### src/rtl/sdlc_crc_pkg.sv
package sdlc_crc_pkg;
  localparam int CRC_W = 16;
  localparam logic [CRC_W-1:0] CRC_POLY = 16'h1021;
  localparam logic [CRC_W-1:0] GOOD_REMAINDER = 16'h1D0F;
  localparam int CHAR_BITS = 8;
  localparam int RES_W = 3;
  // codes for phase 7 down to phase 0
  localparam logic [CHAR_BITS*RES_W-1:0] RESIDUE_MAP =
    {3'b101, 3'b111, 3'b001, 3'b110, 3'b010, 3'b100, 3'b000, 3'b011};

  typedef struct packed {
    logic preset;  // load preset value into the remainder register
    logic shift;   // accept one payload bit
    logic latch;   // closing flag: capture result and residue
  } crcStrobes_t;
endpackage

### src/rtl/sdlc_crc_ctrl.sv
module sdlc_crc_ctrl
  import sdlc_crc_pkg::*;
#(
  parameter int CHAR_BITS_P = CHAR_BITS,
  localparam int CNT_W = (CHAR_BITS_P > 1) ? $clog2(CHAR_BITS_P) : 1
) (
  input  logic             clk,
  input  logic             rstN,
  input  logic             bitValid,
  input  logic             flagSeen,
  input  logic             huntActive,
  input  logic             crcReset,
  output crcStrobes_t      stb,
  output logic [CNT_W-1:0] bitPhase,
  output logic             frameDone
);
  localparam logic [CNT_W-1:0] LAST_PHASE = CNT_W'(CHAR_BITS_P - 1);

  logic             inFrame;
  logic [CNT_W-1:0] phaseQ;
  logic             doneQ;

  always_comb begin
    stb.preset = huntActive | flagSeen | crcReset;
    stb.shift  = bitValid & ~stb.preset;
    stb.latch  = flagSeen & ~huntActive & inFrame;
  end

  always_ff @(posedge clk) begin
    if (!rstN) begin
      inFrame <= 1'b0;
      phaseQ  <= '0;
      doneQ   <= 1'b0;
    end else begin
      doneQ <= stb.latch;
      if (huntActive || flagSeen) begin
        inFrame <= 1'b0;
        phaseQ  <= '0;
      end else if (stb.shift) begin
        inFrame <= 1'b1;
        phaseQ  <= (phaseQ == LAST_PHASE) ? '0 : phaseQ + 1'b1;
      end
    end
  end

  assign bitPhase  = phaseQ;
  assign frameDone = doneQ;
endmodule

### src/rtl/sdlc_crc_datapath.sv
module sdlc_crc_datapath
  import sdlc_crc_pkg::*;
#(
  parameter int                        WIDTH       = CRC_W,
  parameter logic [WIDTH-1:0]          POLY        = CRC_POLY,
  parameter logic [WIDTH-1:0]          GOOD_REM    = GOOD_REMAINDER,
  parameter int                        CHAR_BITS_P = CHAR_BITS,
  parameter int                        RES_W_P     = RES_W,
  parameter logic [CHAR_BITS_P*RES_W_P-1:0] RES_MAP = RESIDUE_MAP,
  localparam int CNT_W = (CHAR_BITS_P > 1) ? $clog2(CHAR_BITS_P) : 1
) (
  input  logic               clk,
  input  logic               rstN,
  input  crcStrobes_t        stb,
  input  logic               bitData,
  input  logic               presetOnes,
  input  logic [CNT_W-1:0]   bitPhase,
  output logic [WIDTH-1:0]   crcState,
  output logic               crcError,
  output logic [RES_W_P-1:0] residue
);
  logic [WIDTH-1:0]   crcQ;
  logic [WIDTH-1:0]   crcNext;
  logic               feedback;
  logic [RES_W_P-1:0] resLookup;

  assign feedback = bitData ^ crcQ[WIDTH-1];

  for (genvar i = 0; i < WIDTH; i++) begin : g_tap
    if (i == 0) begin : g_low
      assign crcNext[i] = POLY[i] & feedback;
    end else begin : g_high
      assign crcNext[i] = crcQ[i-1] ^ (POLY[i] & feedback);
    end
  end

  always_comb begin
    resLookup = RES_MAP[int'(bitPhase)*RES_W_P +: RES_W_P];
  end

  always_ff @(posedge clk) begin
    if (!rstN) begin
      crcQ     <= '1;
      crcError <= 1'b0;
      residue  <= '0;
    end else begin
      if (stb.latch) begin
        crcError <= (crcQ != GOOD_REM);
        residue  <= resLookup;
      end
      if (stb.preset) begin
        crcQ <= presetOnes ? '1 : '0;
      end else if (stb.shift) begin
        crcQ <= crcNext;
      end
    end
  end

  assign crcState = crcQ;
endmodule

### src/rtl/sdlc_rx_crc_check.sv
module sdlc_rx_crc_check
  import sdlc_crc_pkg::*;
(
  input  logic       clk,
  input  logic       rstN,
  input  logic       bitValid,
  input  logic       bitData,
  input  logic       flagSeen,
  input  logic       huntActive,
  input  logic       presetOnes,
  input  logic       crcReset,
  output logic       frameDone,
  output logic       crcError,
  output logic [2:0] residue
);
  localparam int CNT_W = (CHAR_BITS > 1) ? $clog2(CHAR_BITS) : 1;

  crcStrobes_t      stb;
  logic [CNT_W-1:0] bitPhase;
  logic [CRC_W-1:0] crcState;

  sdlc_crc_ctrl #(.CHAR_BITS_P(CHAR_BITS)) u_ctrl (
    .clk       (clk),
    .rstN      (rstN),
    .bitValid  (bitValid),
    .flagSeen  (flagSeen),
    .huntActive(huntActive),
    .crcReset  (crcReset),
    .stb       (stb),
    .bitPhase  (bitPhase),
    .frameDone (frameDone)
  );

  sdlc_crc_datapath #(
    .WIDTH      (CRC_W),
    .POLY       (CRC_POLY),
    .GOOD_REM   (GOOD_REMAINDER),
    .CHAR_BITS_P(CHAR_BITS),
    .RES_W_P    (RES_W),
    .RES_MAP    (RESIDUE_MAP)
  ) u_dp (
    .clk       (clk),
    .rstN      (rstN),
    .stb       (stb),
    .bitData   (bitData),
    .presetOnes(presetOnes),
    .bitPhase  (bitPhase),
    .crcState  (crcState),
    .crcError  (crcError),
    .residue   (residue)
  );
endmodule

### config.mk
export PLATFORM = sky130hd
export DESIGN_NAME = sdlc_rx_crc_check
export DESIGN_NICKNAME = d
export VERILOG_FILES = /design/src/rtl/sdlc_crc_pkg.sv /design/src/rtl/sdlc_crc_ctrl.sv /design/src/rtl/sdlc_crc_datapath.sv /design/src/rtl/sdlc_rx_crc_check.sv
export SDC_FILE = /design/constraint.sdc
export NUM_CORES = 1
export LEC_CHECK = 0
export CORE_MARGIN = 2
export CORE_UTILIZATION = 25
export DETAILED_ROUTE_END_ITERATION = 8
export DONT_BUFFER_PORTS = 1
export GPL_TIMING_DRIVEN = 0
export SYNTH_ARGS = -nofsm -noshare
export SYNTH_HDL_FRONTEND = slang
export SYNTH_HIERARCHICAL = 1
export SYNTH_SLANG_ARGS = --single-unit
### constraint.sdc
create_clock -name clk -period 3.3 [get_ports clk]
set_clock_uncertainty 0.05 [all_clocks]
set_input_delay 0.825 -clock clk [delete_from_list [all_inputs] [get_ports clk]]
set_output_delay 0.825 -clock clk [all_outputs]
set_load 0.02 [all_outputs]
== After elaboration in Yosys (flattened, before gate mapping) ==
Index checks and enable logic that the tools add are counted.
Widths: inputs -> output; s select.
Word-level totals
  output and inout bits: 5
  input bits: 8
  register bits after elaboration: 25
  logic and storage cells: 29
Cells by class
  $add $sub $neg: 1
  mux-type cells: 4
  reductions and logical operators: 3
  shift operators: 1
  bitwise gates (word level): 11
  eq/ne operators: 2
  $mul: 1
Operators with widths (number)
  $mux 16: 3
  $shiftx 24x6->3 const A: 1
  $ne 16x13->1 const B: 1
  $mul 3x2->5 const B: 1
  $add 3x1->3 const B: 1
  $and 1x1->1: 3
  $eq 3x3->1 const B: 1
  $mux 3: 1
  $not 1->1: 3
  $xor 1x1->1: 3
  $or 1x1->1: 2
  $reduce_bool 2->1: 1
  $reduce_or 2->1: 1
  $logic_or 1x1->1: 1

== Longest topological paths before layout ==
  depth in word-level cells: 6
  mapped depth: 5
  depth with buffers taken out: 5

== Modules after synthesis ==
Netlist, hierarchy kept.
By module, submodules not included
  sdlc_crc_datapath: sequential area each 400.4 um^2, cells each 90, area an instance 918.4 um^2, times used 1
  sdlc_crc_ctrl: sequential area each 100.1 um^2, cells each 24, area an instance 235.2 um^2, times used 1

== Least setup slack after synthesis ==
No wires, ideal clock.
  path kind: input port to flip-flop
  from: input port flagSeen
  to: register u_dp.crcQ[12] (netlist: u_dp/crcState[12])
  required time: 3134 ps
  arrival: 1912 ps
  library setup time: 116 ps
  cell stages on the path: 4
  setup slack: 1223 ps
  buffers on the path: 0
  cell sequence: or3_2 a21boi_2 o21ai_0 a31o_1
On the way
  longest elaborated chain between the ends: 5
  elaborated cells on any way between the ends: 6
  those cells by class: 1 x mux; 4 x bitwise; 1 x reduce/logical
Ends and longest elaborated chain
  start: declaration: line sdlc_rx_crc_check.sv:8  | input logic flagSeen,
  $or 1x1->1 * (2 in series): line sdlc_crc_ctrl.sv:24  | stb.preset = huntActive | flagSeen | crcReset;
  $not 1->1: line sdlc_crc_ctrl.sv:25  | stb.shift = bitValid & ~stb.preset;
  $and 1x1->1: line sdlc_crc_ctrl.sv:25
  $reduce_bool 2->1 (no source line)
  end signal: assignment: line sdlc_crc_datapath.sv:52  | crcQ <= presetOnes ? '1 : '0;
  end signal: assignment: line sdlc_crc_datapath.sv:54  | crcQ <= crcNext;
  end: declaration: line sdlc_crc_datapath.sv:22  | logic [WIDTH-1:0] crcQ;
Every way passes the cells marked *; elsewhere a longest branch is shown, timed or not.
A chain may end at the register's enable or synchronous reset.

== Worst setup path after layout ==
  from: input port flagSeen
  to: register u_dp.crcQ[14] (netlist: u_dp/crcState[14])
Same word-level chain as after synthesis.

==> flow_metrics.py <==
metrics = {
    "floorplanning": {
        "row_count": 24,
        "start_util_pct": 26.1,
        "boundaryPins": 13,
        "dieArea_um2": 5170,
        "die_w_um": 71.9,
        "core_um2": 4410,
        "fp.dieH_um": 71.9,
    },
    "placement": {
        "gp_congestion": 0.735,
        "pre_cts_ws_ns": 1.02,
        "place_area_um2": 1220,
        "portBuffers": 0,
        "dp_hpwl_um": 1660,
    },
    "yosys": {
        "synth.net_count": 128,
        "synthArstFlopShare_pct": 0,
        "synth_cell_type_count": 34,
        "yosysMostFrequentCell": "dfxtp_1",
        "synth_top_area_share_pct": 43.4,
        "synth_top_cell_by_area": "dfxtp_1",
        "ys_ff_latch": 25,
        "synth_area_leaders": "dfxtp_1 43%, mux2i_1 13%, ha_1 6.5%",
        "ys.warnings.count": 6,
        "synth_edf_count": 0,
        "ys_seq_area_share_pct": 43.4,
        "syn_avg_cell_area_um2": 10.1,
        "synth_commonest_cells": "25 x dfxtp_1, 15 x mux2i_1, 15 x o21ai_0",
        "synth_ff_type": "dfxtp_1",
        "synthCells": 114,
        "syn-cell-area_um2": 1150,
    },
    "sta": {
        "fin_ws_ns": 1.25,
        "period_share_pct": 62.2,
        "worst_slew_margin_rel_pct": 57.9,
        "setup-tns-final_ns": 0,
        "final-hold-violation-count": 0,
        "setup_violations": 0,
        "hold_ws_ns": 0.433,
        "worstMarginPinSlew_ns": 0.629,
        "fin_crit_ns": 2.05,
        "maxSlewViolCount": 0,
        "fmax_ghz": 0.487,
        "rsz0062_at_grt": "false",
    },
    "finish": {
        "fill_cells": 439,
        "layout.nets": 133,
        "area_delta_synth_final_pct": 9.65,
        "drive_above_1_share_pct": 10.2,
        "design_area_um2": 1260,
        "n_antenna_cell": 0,
    },
    "critical_path": {
        "arrival_ns": 2.14,
        "path_class": "in -> reg",
        "cp_max_fo": 10,
        "r2r_cells": 5,
        "critical_path.endpoint_type": "flop",
        "cp.required_ns": 3.39,
        "r2r_end": "u_dp/crcError",
        "reg2reg_from": "u_ctrl/inFrame",
        "r2r_slack_ns": 1.79,
        "cp-start-kind": "primary input",
    },
    "global_routing": {
        "grt_pass1_wl_um": 3710,
        "track_usage_pct": 8.98,
        "grt_start_max_net_pins": 15,
        "grt_pass1_vias": 826,
        "antenna_found_initial": 0,
        "grt-ovfl-total": 0,
    },
    "power_and_ir_drop": {
        "ir_worst_vdd_v": 0.000182,
        "leakagePower_nw": 0.442,
        "powerDensity_nw_per_um2": 433,
    },
    "min_path": {
        "whs_endpoint": "u_ctrl/inFrame",
        "min-delay-start": "u_ctrl/inFrame",
        "hold_path_depth": 2,
        "hp-class": "reg -> reg",
    },
    "clock_network": {
        "insertion_delay_ns": 0.27,
        "h-tree-depth": 1,
        "hold_buffers": 0,
        "clkTransAtPathRegs_ns": 0.09,
        "cts_resized": 0,
        "cts_made_buffers": 3,
        "cts_tree": "done",
        "root_buffer": "clkbuf_8",
        "postCtsSetupRepairBufs": 0,
        "cts.sinks": 25,
        "clock_path_buffers": 2,
    },
    "routing": {
        "ant_nets": 0,
        "wl_per_cell_um": 12.9,
        "drc": 0,
        "num_vias": 805,
        "first_pass_iters": 4,
        "dr.first_iter.drc_count": 19,
        "wl_um": 2190,
        "vias_per_cell": 4.74,
    },
    "status": {
        "status": "finished clean",
    },
    "run": {
        "cap_violations": 0,
    },
}
==> registers in the layout, summed over array words and instances (netlist names) <==
name	count
u_ctrl/frameDone	1
u_ctrl/bitPhase	3
u_dp/crcError	1
u_dp/crcState	16
u_ctrl/inFrame	1
u_dp/residue	3
==> cells in the final DEF (no fill, tap or decap), types with 2 or more instances in the layout <==
cell type / n
clkbuf_8: 3
nand2b_1: 6
o21ai_0: 15
mux2i_1: 15
nor3_1: 2
ha_1: 6
nor2_1: 8
o211ai_1: 2
a21boi_0: 2
dfxtp_1: 25
inv_1: 5
nand2_1: 5
==> metrics by stage <==
step           utilization (%)  std cells  power, mW
2_1_floorplan                -        114      0.365
3_3_place_gp              27.6        166      0.373
3_5_place_dp              27.6        166      0.375
4_1_cts                   28.7        170      0.553
5_1_grt                   28.7        170      0.573
6_report                  28.7        170      0.547
==> power breakdown <==
group / total [mW] / internal, mW / switching, mW
registers: 0.327 / 0.315 / 0.0113
clock network: 0.179 / 0.0844 / 0.0945
logic: 0.0416 / 0.0202 / 0.0213
total: 0.547 / 0.420 / 0.127
==> worst max-delay path by stage <==
stage | from | to | slack [ns]
global placement | flagSeen | u_dp/crcState[6] | 1.05
floorplan | flagSeen | u_dp/crcState[12] | 1.22
detailed placement | flagSeen | u_dp/crcState[6] | 1.02
finish | flagSeen | u_dp/crcState[14] | 1.25
global route | flagSeen | u_dp/crcState[6] | 1.22
CTS | flagSeen | u_dp/crcState[14] | 1.32
==> routing by layer <==
metal  vias to the layer above  part of all wire, %  GRT usage, %
met5                         -                    0             0
met4                         0                 0.96          3.14
met3                         2                  4.7          1.81
met2                        17                   47          14.5
met1                       374                   48          12.0
li1                        412                    -             -
==> cells by family (layout without fill, tap and decap cells) <==
| kind of cell | count (synthesis) | count (layout) | synth area share [%] |
|---|---|---|---|
| and+or+nand+nor | 29 | 29 | 14.5 |
| AOI/OAI and AO/OA | 27 | 27 | 15.6 |
| DFF | 25 | 25 | 43.4 |
| muxes | 15 | 15 | 13.0 |
| buffers and inverters | 9 | 13 | 4.01 |
| adders and majority gates | 6 | 6 | 6.51 |
| xor gates and xnor gates | 3 | 3 | 2.93 |
==> critical path, stage by stage <==
cell and delay (ns):
or3_2 0.58, a21boi_2 0.33, buf_2 0.27, o21ai_0 0.13
==> area by class of cell <==
cell class                      count  area (µm²)  share of cell area, %
Inverter                            5        18.8                   1.48
Clock buffer                        3        41.3                   3.26
Multi-Input combinational cell     80         607                   48.0
Tap cell                           52        65.1                   5.14
Sequential cell                    25         500                   39.6
Buffer                              4        27.5                   2.18
Clock inverter                      1        5.00                  0.396
Power figures use the tool's default switching activity.
